### src/rtl/smpf_pkg.sv
// Shared definitions for the input sample FIFO front end.
// Assumes thresholds are even values coded by a 2-bit field.
package smpf_pkg;
    localparam int TRIG_CODE_W = 2;
    localparam int THR_W       = 3;

    // Threshold in entries for a trigger code (0, 2, 4, 6).
    function automatic logic [THR_W-1:0] trig_level(input logic [TRIG_CODE_W-1:0] code);
        return {code, 1'b0};
    endfunction
endpackage

### src/rtl/smpf_byte_order.sv
// Optional byte-order reversal of a data word.
// Assumes W is a whole number of bytes.
module smpf_byte_order #(
    parameter int W = 32
) (
    input  logic         swap,
    input  logic [W-1:0] din,
    output logic [W-1:0] dout
);
    localparam int NB = W / 8;

    // One multiplexer per byte lane: straight or mirrored source.
    for (genvar i = 0; i < NB; i++) begin : g_lane
        assign dout[8*i +: 8] = swap ? din[8*(NB-1-i) +: 8] : din[8*i +: 8];
    end
endmodule

### src/rtl/smpf_store.sv
// Circular word buffer with occupancy count.
// Assumes DEPTH >= 2. A push while full is dropped. clr overrides both sides.
module smpf_store #(
    parameter int W     = 32,
    parameter int DEPTH = 8,
    parameter int LVL_W = $clog2(DEPTH + 1)
) (
    input  logic             clk,
    input  logic             rst_n,
    input  logic             push,
    input  logic [W-1:0]     push_data,
    input  logic             pop,
    input  logic             clr,
    output logic [W-1:0]     head,
    output logic [LVL_W-1:0] count,
    output logic             full,
    output logic             empty
);
    localparam int PTR_W = $clog2(DEPTH);
    localparam logic [PTR_W-1:0] LAST = PTR_W'(DEPTH - 1);

    logic [W-1:0]     mem [DEPTH];
    logic [PTR_W-1:0] wr_ptr, rd_ptr;
    logic             do_push, do_pop;

    assign full    = (count == LVL_W'(DEPTH));
    assign empty   = (count == '0);
    assign do_push = push && !full && !clr;
    assign do_pop  = pop && !empty && !clr;
    assign head    = mem[rd_ptr];

    // Storage array: written only on an accepted push.
    always_ff @(posedge clk) begin
        if (do_push) mem[wr_ptr] <= push_data;
    end

    // Pointers and count: reset and clear both return to empty.
    always_ff @(posedge clk) begin
        if (!rst_n || clr) begin
            wr_ptr <= '0;
            rd_ptr <= '0;
            count  <= '0;
        end else begin
            if (do_push) wr_ptr <= (wr_ptr == LAST) ? '0 : wr_ptr + 1'b1;
            if (do_pop)  rd_ptr <= (rd_ptr == LAST) ? '0 : rd_ptr + 1'b1;
            case ({do_push, do_pop})
                2'b10:   count <= count + 1'b1;
                2'b01:   count <= count - 1'b1;
                default: count <= count;
            endcase
        end
    end
endmodule

### src/rtl/smpf_lowwater.sv
// Low-water request flag and gated interrupt.
// Assumes LVL_W >= 3 so every threshold fits the count width.
module smpf_lowwater #(
    parameter int LVL_W = 4
) (
    input  logic             clk,
    input  logic             rst_n,
    input  logic [LVL_W-1:0] count,
    input  logic [1:0]       trig_code,
    input  logic             sw_wr,
    input  logic             sw_wdata,
    input  logic             irq_en,
    output logic             flag,
    output logic             irq
);
    logic [smpf_pkg::THR_W-1:0] thr;
    logic                       below;

    assign thr   = smpf_pkg::trig_level(trig_code);
    assign below = (count <= LVL_W'(thr));
    assign irq   = flag && irq_en;

    // Flag register: set at reset, a software zero wins over a set.
    always_ff @(posedge clk) begin
        if (!rst_n)                flag <= 1'b1;
        else if (sw_wr && !sw_wdata) flag <= 1'b0;
        else if (below)            flag <= 1'b1;
    end
endmodule

### src/rtl/smp_infifo_front.sv
// Input side of a sample rate converter: host write port with byte
// reversal, word buffer towards the core, and low-water request.
// Assumes DEPTH >= 7 so that all four thresholds lie below full.
module smp_infifo_front #(
    parameter int WORD_W = 32,
    parameter int DEPTH  = 8,
    parameter int LVL_W  = $clog2(DEPTH + 1)
) (
    input  logic              clk,
    input  logic              rst_n,
    input  logic              wr_en,
    input  logic [WORD_W-1:0] wr_data,
    output logic [WORD_W-1:0] dport_rdata,
    input  logic              cfg_swap,
    input  logic [1:0]        cfg_trig,
    input  logic              cfg_irq_en,
    input  logic              flag_wr,
    input  logic              flag_wdata,
    input  logic              clr,
    output logic              core_valid,
    input  logic              core_ready,
    output logic [WORD_W-1:0] core_data,
    output logic [LVL_W-1:0]  level,
    output logic              low_flag,
    output logic              low_irq
);
    logic [WORD_W-1:0] swapped;
    logic              full, empty;

    assign dport_rdata = '0;
    assign core_valid  = !empty;

    smpf_byte_order #(.W(WORD_W)) u_order (
        .swap (cfg_swap),
        .din  (wr_data),
        .dout (swapped)
    );

    smpf_store #(.W(WORD_W), .DEPTH(DEPTH), .LVL_W(LVL_W)) u_store (
        .clk       (clk),
        .rst_n     (rst_n),
        .push      (wr_en),
        .push_data (swapped),
        .pop       (core_ready),
        .clr       (clr),
        .head      (core_data),
        .count     (level),
        .full      (full),
        .empty     (empty)
    );

    smpf_lowwater #(.LVL_W(LVL_W)) u_low (
        .clk       (clk),
        .rst_n     (rst_n),
        .count     (level),
        .trig_code (cfg_trig),
        .sw_wr     (flag_wr),
        .sw_wdata  (flag_wdata),
        .irq_en    (cfg_irq_en),
        .flag      (low_flag),
        .irq       (low_irq)
    );

    // full only feeds the store's own push gate, it is not a port
    logic unused_full;
    assign unused_full = full;
endmodule

### config.mk
export PLATFORM = sky130hd
export DESIGN_NAME = smp_infifo_front
export DESIGN_NICKNAME = d
export VERILOG_FILES = /design/src/rtl/smpf_pkg.sv /design/src/rtl/smpf_byte_order.sv /design/src/rtl/smpf_store.sv /design/src/rtl/smpf_lowwater.sv /design/src/rtl/smp_infifo_front.sv
export SDC_FILE = /design/constraint.sdc
export NUM_CORES = 1
export LEC_CHECK = 0
export ABC_CLOCK_PERIOD_IN_PS = 8310
export BUFFER_PORTS_ARGS = -buffer_cell sky130_fd_sc_hd__buf_2
export CAP_MARGIN = 40
export CELL_PAD_IN_SITES_DETAIL_PLACEMENT = 1
export CELL_PAD_IN_SITES_GLOBAL_PLACEMENT = 2
export CORE_UTILIZATION = 49
export CTS_CLUSTER_SIZE = 10
export DETAILED_ROUTE_END_ITERATION = 8
export PLACE_DENSITY_LB_ADDON = 0.1
export SKIP_CTS_REPAIR_TIMING = 1
export SLEW_MARGIN = 20
export SYNTH_ARGS = -nofsm -noshare
export SYNTH_HDL_FRONTEND = slang
export SYNTH_SLANG_ARGS = --single-unit
export TNS_END_PERCENT = 20
### constraint.sdc
create_clock -name clk -period 8.31 [get_ports clk]
set_input_delay 0.4155 -clock clk [delete_from_list [all_inputs] [get_ports clk]]
set_output_delay 0.4155 -clock clk [all_outputs]
set_load 0.03 [all_outputs]
==> metrics.csv, run 1 <==
stage,metric,value,unit
pwr,swShare,0.208,
layout,area_growth,14.0,%
pwr,p_int,2.23,mW
min_path,hold_start,rst_n,
setup_path,arrival,2940,ps
routing,wirelength,22.7,mm
cts,clkSinkCount,270,
timing,hold_viol,0,
grt,grt_pass1_vias,5734,
placement,numPlacedInstances,880,
timing,fin_crit_sh,0.403,
layout,drive_gt1_frac,0.361,
synthesis,synth_fa_ha_area_frac,0.0101,
floorplanning,die_h,153,um
timing,finalSetupViolations,0,
synthesis,async_flop_share,0,
grt,antenna_found_initial,0,
placement,port_buffers,81,
synthesis,synthMuxAreaShare,0.211,
setup_path,cp-start-kind,flip-flop,
floorplanning,design.die.area,23400,um2
grt,grt_use_total,0.198,
synthesis,synth_compound_area_frac,0.0103,
setup_path,crit_required,7890,ps
floorplanning,start_util,0.506,
synthesis,synth_flop_cell,edfxtp_1,
setup_path,crit_type,flip-flop to output pin,
routing,ant_nets,0,
synthesis,synth-edff-count,256,
cts,numCtsBuffers,31,
layout,final_area,12800,um2
floorplanning,fp.dieW,153,um
routing,vias_per_cell,5.68,
cts,clockRootBuffer,clkbuf_16,
placement,placed_cell_area,11900,um2
layout,fillers,1916,
setup_path,reg2reg_from,u_store.count[1],
placement,place.gp.congestion,0.762,
run_status,status,"finished, final reports clean",
pwr,worst_ir_drop_vdd,0.000135,V
placement,post-place-ws,5260,ps
layout,multi_input_area,2970,um2
pwr,power_density,221,nW/um2
layout,num_antenna_cells,0,
layout,seqCellArea,7970,um2
layout,num-nets-final,687,
cts,clk_pin_slew_worst_paths,50,ps
routing,drc,0,
synthesis,synth_top_family_by_area,multiplexers,
synthesis,synth_common_cells,"edfxtp_1, mux2_2, mux4_1, buf_4, mux4_2",
timing,tightest_slew,640,ps
timing,rsz0062_at_grt,no,
synthesis,yosysTopAreaCell,edfxtp_1,
setup_path,critPathCaptureType,output pin,
synthesis,yosys_warnings,0,
timing,slew_headroom,0.572,
synthesis,avgSynthCellArea,21.2,um2
synthesis,ys_seq_area_frac,0.712,
pwr,pwr-share-comb,0.051,
routing,dr.pass1.iters,4,
synthesis,synth-seq-cells,270,
grt,grt_pass1_wl,34.3,mm
layout,fin_cells,929,
floorplanning,core,22100,um2
placement,hpwl,13.8,mm
pwr,p_switching,0.586,mW
pwr,power.share.clock,0.411,
cts,clk_latency,540,ps
routing,num_vias,5277,
synthesis,synth_cells,527,
timing,finClkSkew,17.4,ps
min_path,hold_path.class,input port to flip-flop,
synthesis,yosys.cell_count.top_type,edfxtp_1,
setup_path,worstPathMaxFanout,28,
grt,grt_max_degree,52,
synthesis,synthDistinctLibCells,33,
routing,drt_iter0_drc,366,
timing,fin_crit,3350,ps
pwr,seqPwrFrac,0.537,
grt,overflow,0,
floorplanning,pin_count,114,
cts,cts_max_path_buffers,3,
timing,fin_ws,4960,ps
cts,tritoncts,yes,
synthesis,synth-xor-area-share,0.00235,
synthesis,synth_area_leaders,"edfxtp_1, mux4_1, mux2_2",
timing,fin_setup_tns,0,ps
timing,clock.fmax,298,MHz
cts,h-tree-depth,1,
floorplanning,row_count,54,
synthesis,synthSimpleGateAreaFrac,0.0171,
synthesis,synth_area,11200,um2
timing,report.final.slew_viol_count,0,
job,cap_violations,0,
routing,wl_per_cell,24.4,um
pwr,p_leak,4.30,nW
synthesis,synth_top_area_share,0.687,
[layer usage]
layer / vias to the layer above / track usage / routed length [um]
met3: 27 / 0.0269 / 876
met4: 0 / 0.0457 / 321
li1: 2338 / - / -
met1: 2784 / 0.269 / 9920
met5: - / 0 / 0
met2: 128 / 0.339 / 11600
[worst paths after layout]
| kind | cells past startpoint | slack, ps | endpoint |
|---|---|---|---|
| worst max register to register | 5 | 5470 | u_store.mem[5][10] |
| worst min-delay path | 2 | 80 | u_low.flag |
| worst min register to register | 2 | 540 | flip-flop |
| worst max-delay path | 5 | 4960 | core_data[4] |
[final cells by class]
class                      instances  area share
clock inverter                     2    0.000883
multi-input combinational        228       0.233
clock buffer                      45      0.0649
inverter                           4     0.00118
tap                              280      0.0275
sequential                       270       0.625
timing repair buffer             100      0.0475
[placed cells by master (no fill, tap or decap), types with 2 or more instances in the layout]
| cell | instances |
|---|---|
| nand3_1 | 2 |
| inv_1 | 4 |
| a21oi_2 | 2 |
| buf_2 | 81 |
| nor3_2 | 2 |
| nand2b_1 | 4 |
| nor3b_2 | 4 |
| buf_12 | 3 |
| mux4_1 | 40 |
| o21ai_0 | 3 |
| conb_1 | 32 |
| nor2b_1 | 2 |
| dfxtp_1 | 11 |
| nand3b_1 | 2 |
| nand2_1 | 4 |
| nor3_1 | 2 |
| ha_1 | 9 |
| nor2_1 | 9 |
| buf_4 | 15 |
| edfxtp_1 | 256 |
| clkbuf_16 | 31 |
| clkbuf_1 | 14 |
| mux4_2 | 24 |
| a21oi_1 | 5 |
| xor2_1 | 3 |
| mux2i_1 | 5 |
| dfxtp_2 | 2 |
| nor2_4 | 2 |
| a21o_1 | 2 |
| mux2_2 | 64 |
[sequential cells by signal, indices dropped and copies added (netlist names), named ones only]
signal,count
u_store.mem,256
u_store.count,4
u_store.rd_ptr,3
u_store.wr_ptr,3
u_low.flag,1
[cell families (layout without fill, tap and decap cells)]
logic type,Yosys count,in the layout
adders and majority gates,9,9
muxes,133,133
DFF,270,270
other,1,32
buffers and inverters,60,151
and+or+nand+nor,36,36
AOI/OAI and AO/OA,15,15
xor gates and xnor gates,3,3
[critical path, stage by stage, from the launching register on]
cell and delay [ps]:
dfxtp_4 590, buf_4 430, buf_12 290, mux4_1 600
mux2_2 300, buf_2 180
[per-stage QoR]
| step | power [mW] | util | hold slack (ps) |
|---|---|---|---|
| 4_1_cts | 2.85 | 0.576 | 59.8 |
| 3_5_place_dp | 1.69 | 0.538 | 542 |
| 3_3_place_gp | 1.68 | 0.535 | 524 |
| 5_1_grt | 2.90 | 0.577 | 75.9 |
| 2_1_floorplan | 1.65 | - | 492 |
| 6_report | 2.82 | 0.577 | 77.5 |
[power groups by stage]
stage | Clock (mW) | Combinational (mW) | Sequential, mW
floorplan | 0 | 0.111 | 1.54
global placement | 0 | 0.140 | 1.54
detailed placement | 0 | 0.146 | 1.54
CTS | 1.19 | 0.146 | 1.51
global route | 1.23 | 0.156 | 1.52
finish | 1.16 | 0.145 | 1.51
(Power assumes the default switching activity.)
==> run 2: changes to the inputs <==
--- a/config.mk
+++ b/config.mk
@@ -5,12 +5,13 @@
 export SDC_FILE = /design/constraint.sdc
 export NUM_CORES = 1
 export LEC_CHECK = 0
-export ABC_CLOCK_PERIOD_IN_PS = 8310
+export ABC_AREA = 1
+export ABC_CLOCK_PERIOD_IN_PS = 2700
 export BUFFER_PORTS_ARGS = -buffer_cell sky130_fd_sc_hd__buf_2
 export CAP_MARGIN = 40
 export CELL_PAD_IN_SITES_DETAIL_PLACEMENT = 1
 export CELL_PAD_IN_SITES_GLOBAL_PLACEMENT = 2
-export CORE_UTILIZATION = 49
+export CORE_UTILIZATION = 36
 export CTS_CLUSTER_SIZE = 10
 export DETAILED_ROUTE_END_ITERATION = 8
 export PLACE_DENSITY_LB_ADDON = 0.1
==> constraint.sdc (replaced) <==
create_clock -name clk -period 2.7 [get_ports clk]
set_input_delay 0.135 -clock clk [delete_from_list [all_inputs] [get_ports clk]]
set_output_delay 0.135 -clock clk [all_outputs]
set_load 0.03 [all_outputs]
==> run 2 against run 1 <==
Net effect:
- the flow now finishes with violations (DRC)
- clock skew hardly changed
- setup slack worse by 4600 ps
- core utilization is 15 points lower
- area after synthesis is 1.7% higher
- largest power group unchanged
==> metrics.csv, run 2 <==
stage,metric,value,unit,change
routing,dr.pass1.iters,6,,was 4
layout,layout.cells.most_common,edfxtp_1,,unchanged
routing,vias_per_cell,4.87,,was 5.68
timing,hold_viol,0,,unchanged
layout,num-nets-final,1121,,was 687
grt,use_met2,0.309,,was 0.339
grt,antenna_found_initial,0,,unchanged
pwr,pwr-share-comb,0.095,,was 0.051
synthesis,async_flop_share,0,,unchanged
synthesis,synth_flop_cell,edfxtp_1,,unchanged
floorplanning,start_util,0.369,,was 0.506
floorplanning,row_count,64,,was 54
grt,grt_pass1_vias,7586,,was 5734
min_path,hold_depth,4,,was 2
setup_path,worstPathMaxFanout,77,,was 28
synthesis,synth-edff-count,256,,unchanged
pwr,worst_ir_drop_vdd,0.000470,V,was 0.000135 V
pwr,swShare,0.237,,was 0.208
synthesis,synth_cells,956,,was 527
layout,reg_top3,"u_store.mem (256), u_store.count (4)",,unchanged
cts,tritoncts,yes,,unchanged
layout,layout_common_cells,"edfxtp_1, nor2_1, nand2_1, o21ai_0, buf_2",,"was edfxtp_1, buf_2, mux2_2"
routing,ant_nets,0,,unchanged
timing,finalSetupViolations,0,,unchanged
routing,wirelength,28.0,mm,was 22.7 mm
setup_path,critPathTopFamily,buffers and inverters,,unchanged
pwr,power.share.clock,0.397,,was 0.411
cts,clkSinkCount,270,,unchanged
pwr,finalPower,9.24,mW,was 2.82 mW
synthesis,synth_area,11400,um2,was 11200 um2
grt,busiest_layer,met2,,unchanged
grt,met1_usage,0.231,,was 0.269
setup_path,critPathCaptureType,output pin,,unchanged
placement,place.gp.congestion,0.707,,was 0.762
timing,clock.fmax,426,MHz,
layout,drive_gt1_frac,0.162,,was 0.361
layout,num_antenna_cells,0,,unchanged
setup_path,reg2reg_depth,12,,was 5
synthesis,yosys_warnings,0,,unchanged
synthesis,ys_seq_area_frac,0.700,,was 0.712
synthesis,avgSynthCellArea,11.9,um2,was 21.2 um2
setup_path,r2r_slack,550,ps,was 5470 ps
layout,largest_reg_flops,256,,unchanged
floorplanning,die_h,180,um,was 153 um
grt,overflow,0,,unchanged
grt,grt_use_total,0.175,,was 0.198
setup_path,cp-start-kind,flip-flop,,unchanged
setup_path,r2r-end,u_store.count[2],,was u_store.mem[5][10]
synthesis,synth_area_leaders,"edfxtp_1, o21ai_0, nor2_1",,"was edfxtp_1, mux4_1, mux2_2"
synthesis,yosys.cell_count.top_type,edfxtp_1,,unchanged
run_status,violations,DRC,,
timing,fin_crit_sh,0.870,,
setup_path,crit_type,flip-flop to output pin,,unchanged
pwr,p_leak,4.84,nW,was 4.30 nW
min_path,hold_start,wr_data[4],,was rst_n
placement,hpwl,17.5,mm,was 13.8 mm
routing,drc,3,,was 0
pwr,power_density,697,nW/um2,was 221 nW/um2
timing,report.final.slew_viol_count,0,,unchanged
setup_path,path_buf_inv,2,,was 3
layout,regMostFlops,u_store.mem,,unchanged
cts,clockRootBuffer,clkbuf_16,,unchanged
setup_path,critical-path-max-stage-delay,390,ps,was 600 ps
job,cap_violations,0,,unchanged
routing,drt_iter0_drc,413,,was 366
setup_path,arrival,2210,ps,was 2940 ps
setup_path,cp_slowest_cell,dfxtp_4,,was mux4_1
synthesis,synth-seq-cells,270,,unchanged
cts,clk_pin_slew_worst_paths,60,ps,was 50 ps
cts,clk_latency,550,ps,was 540 ps
synthesis,synth_common_cells,"edfxtp_1, nor2_1, nand2_1, o21ai_0",,"was edfxtp_1, mux2_2, mux4_1, buf_4, mux4_2"
floorplanning,fp.dieW,180,um,was 153 um
pwr,seqPwrFrac,0.508,,was 0.537
floorplanning,pin_count,114,,unchanged
layout,area_growth,16.5,%,was 14.0%
timing,rsz0062_at_grt,no,,unchanged
synthesis,yosysTopAreaCell,edfxtp_1,,unchanged
timing,fin_crit,2350,ps,
placement,post-place-ws,537,ps,was 5260 ps
pwr,p_switching,2.19,mW,was 0.586 mW
cts,numCtsBuffers,31,,unchanged
cts,cts_max_path_buffers,3,,unchanged
timing,slew_headroom,0.471,,was 0.572
synthesis,synthDistinctLibCells,24,,was 33
setup_path,reg2reg_from,u_store.count[0],,was u_store.count[1]
placement,port_buffers,81,,unchanged
timing,fin_setup_tns,0,ps,unchanged
min_path,hold_path.class,input port to flip-flop,,unchanged
grt,grt_max_degree,78,,was 52
run_status,status,finished with violations,,"was finished, final reports clean"
pwr,p_int,7.05,mW,was 2.23 mW
min_path,hold_end,u_store.mem[7][28],,was u_low.flag
timing,fin_ws,352,ps,was 4960 ps
floorplanning,design.die.area,32300,um2,was 23400 um2
timing,tightest_slew,784,ps,was 640 ps
routing,wl_per_cell,18.9,um,was 24.4 um
cts,h-tree-depth,1,,unchanged
grt,met3_usage,0.0227,,was 0.0269
synthesis,synth_top_area_share,0.676,,was 0.687
setup_path,crit_chain,"buf_12, nor2_1, nor2_1, o21ai_0, o21ai_1, nand2_1, nand2_1, buf_2",,"was buf_4, buf_12, mux4_1, mux2_2, buf_2"
grt,grt_pass1_wl,43.8,mm,was 34.3 mm
timing,finClkSkew,17.1,ps,was 17.4 ps
setup_path,crit_required,2570,ps,was 7890 ps
floorplanning,core,30800,um2,was 22100 um2
routing,num_vias,7209,,was 5277
-- run 2: changes by cell type after synthesis, sizes merged, moves of 8 or more --
cell and change:
o22ai +32, mux4 -64, mux2i +27, clkbuf +20, nand2 +129, mux2 -64, a21oi +16, inv +36
buf +8, nor2 +155, o21ai +154
-- run 2: worst min-delay path: stages --
cell and delay, ps:
buf_2 90, nand2_1 40, o21ai_0 60, buf_4 150
-- run 2: through the flow --
stage | instance area [um2] | utilization | hold slack, ps | instances
after floorplan | 11500 | - | 204 | 987
after global placement | 12300 | 0.401 | 318 | 1427
after detailed placement | 12400 | 0.401 | 320 | 1428
after CTS | 13200 | 0.428 | -263 | 1475
after global routing | 13300 | 0.430 | 89.7 | 1479
final | 13300 | 0.430 | 67.6 | 1479
-- run 2: cell type report --
cell class / instances / area [um2]
sequential: 270 / 7980
inverter: 40 / 150
tap: 396 / 495
clock buffer: 47 / 856
multi-input combinational: 593 / 2890
fill: 3271 / 17600
timing repair buffer: 133 / 888
-- run 2: how the worst max path moves through the flow --
stage               slack (ps)           endpoint        startpoint  depth (start not counted)
floorplan                 -110  u_store.mem[1][0]  u_store.count[2]                          5
global placement           540   u_store.count[2]  u_store.count[0]                         12
detailed placement         540   u_store.count[2]  u_store.count[0]                         12
CTS                        290      core_data[12]         flip-flop                          6
global route               130      core_data[12]         flip-flop                          6
finish                     350       core_data[5]         flip-flop                          8
-- run 2: kinds of logic after synthesis --
kind of cell | share of synthesized area
mux | 0.0282
simple gates | 0.101
xor+xnor | 0.00154
flops | 0.700
compound gates | 0.0980
other cells | 0.000330
fa+ha+maj | 0.00990
buf+inv | 0.0608
-- run 2: layer usage --
metal,up-vias,wire (um)
met5,-,0
met4,0,438
met1,3562,13100
li1,3514,-
met3,36,795
met2,97,13600
-- run 2: power groups by stage --
stage | Sequential (mW) | Clock [mW] | Combinational, mW
finish | 4.69 | 3.67 | 0.875
global route | 4.70 | 3.93 | 0.967
CTS | 4.70 | 3.76 | 0.885
detailed placement | 4.78 | 0 | 0.883
global placement | 4.78 | 0 | 0.875
floorplan | 4.78 | 0 | 0.589
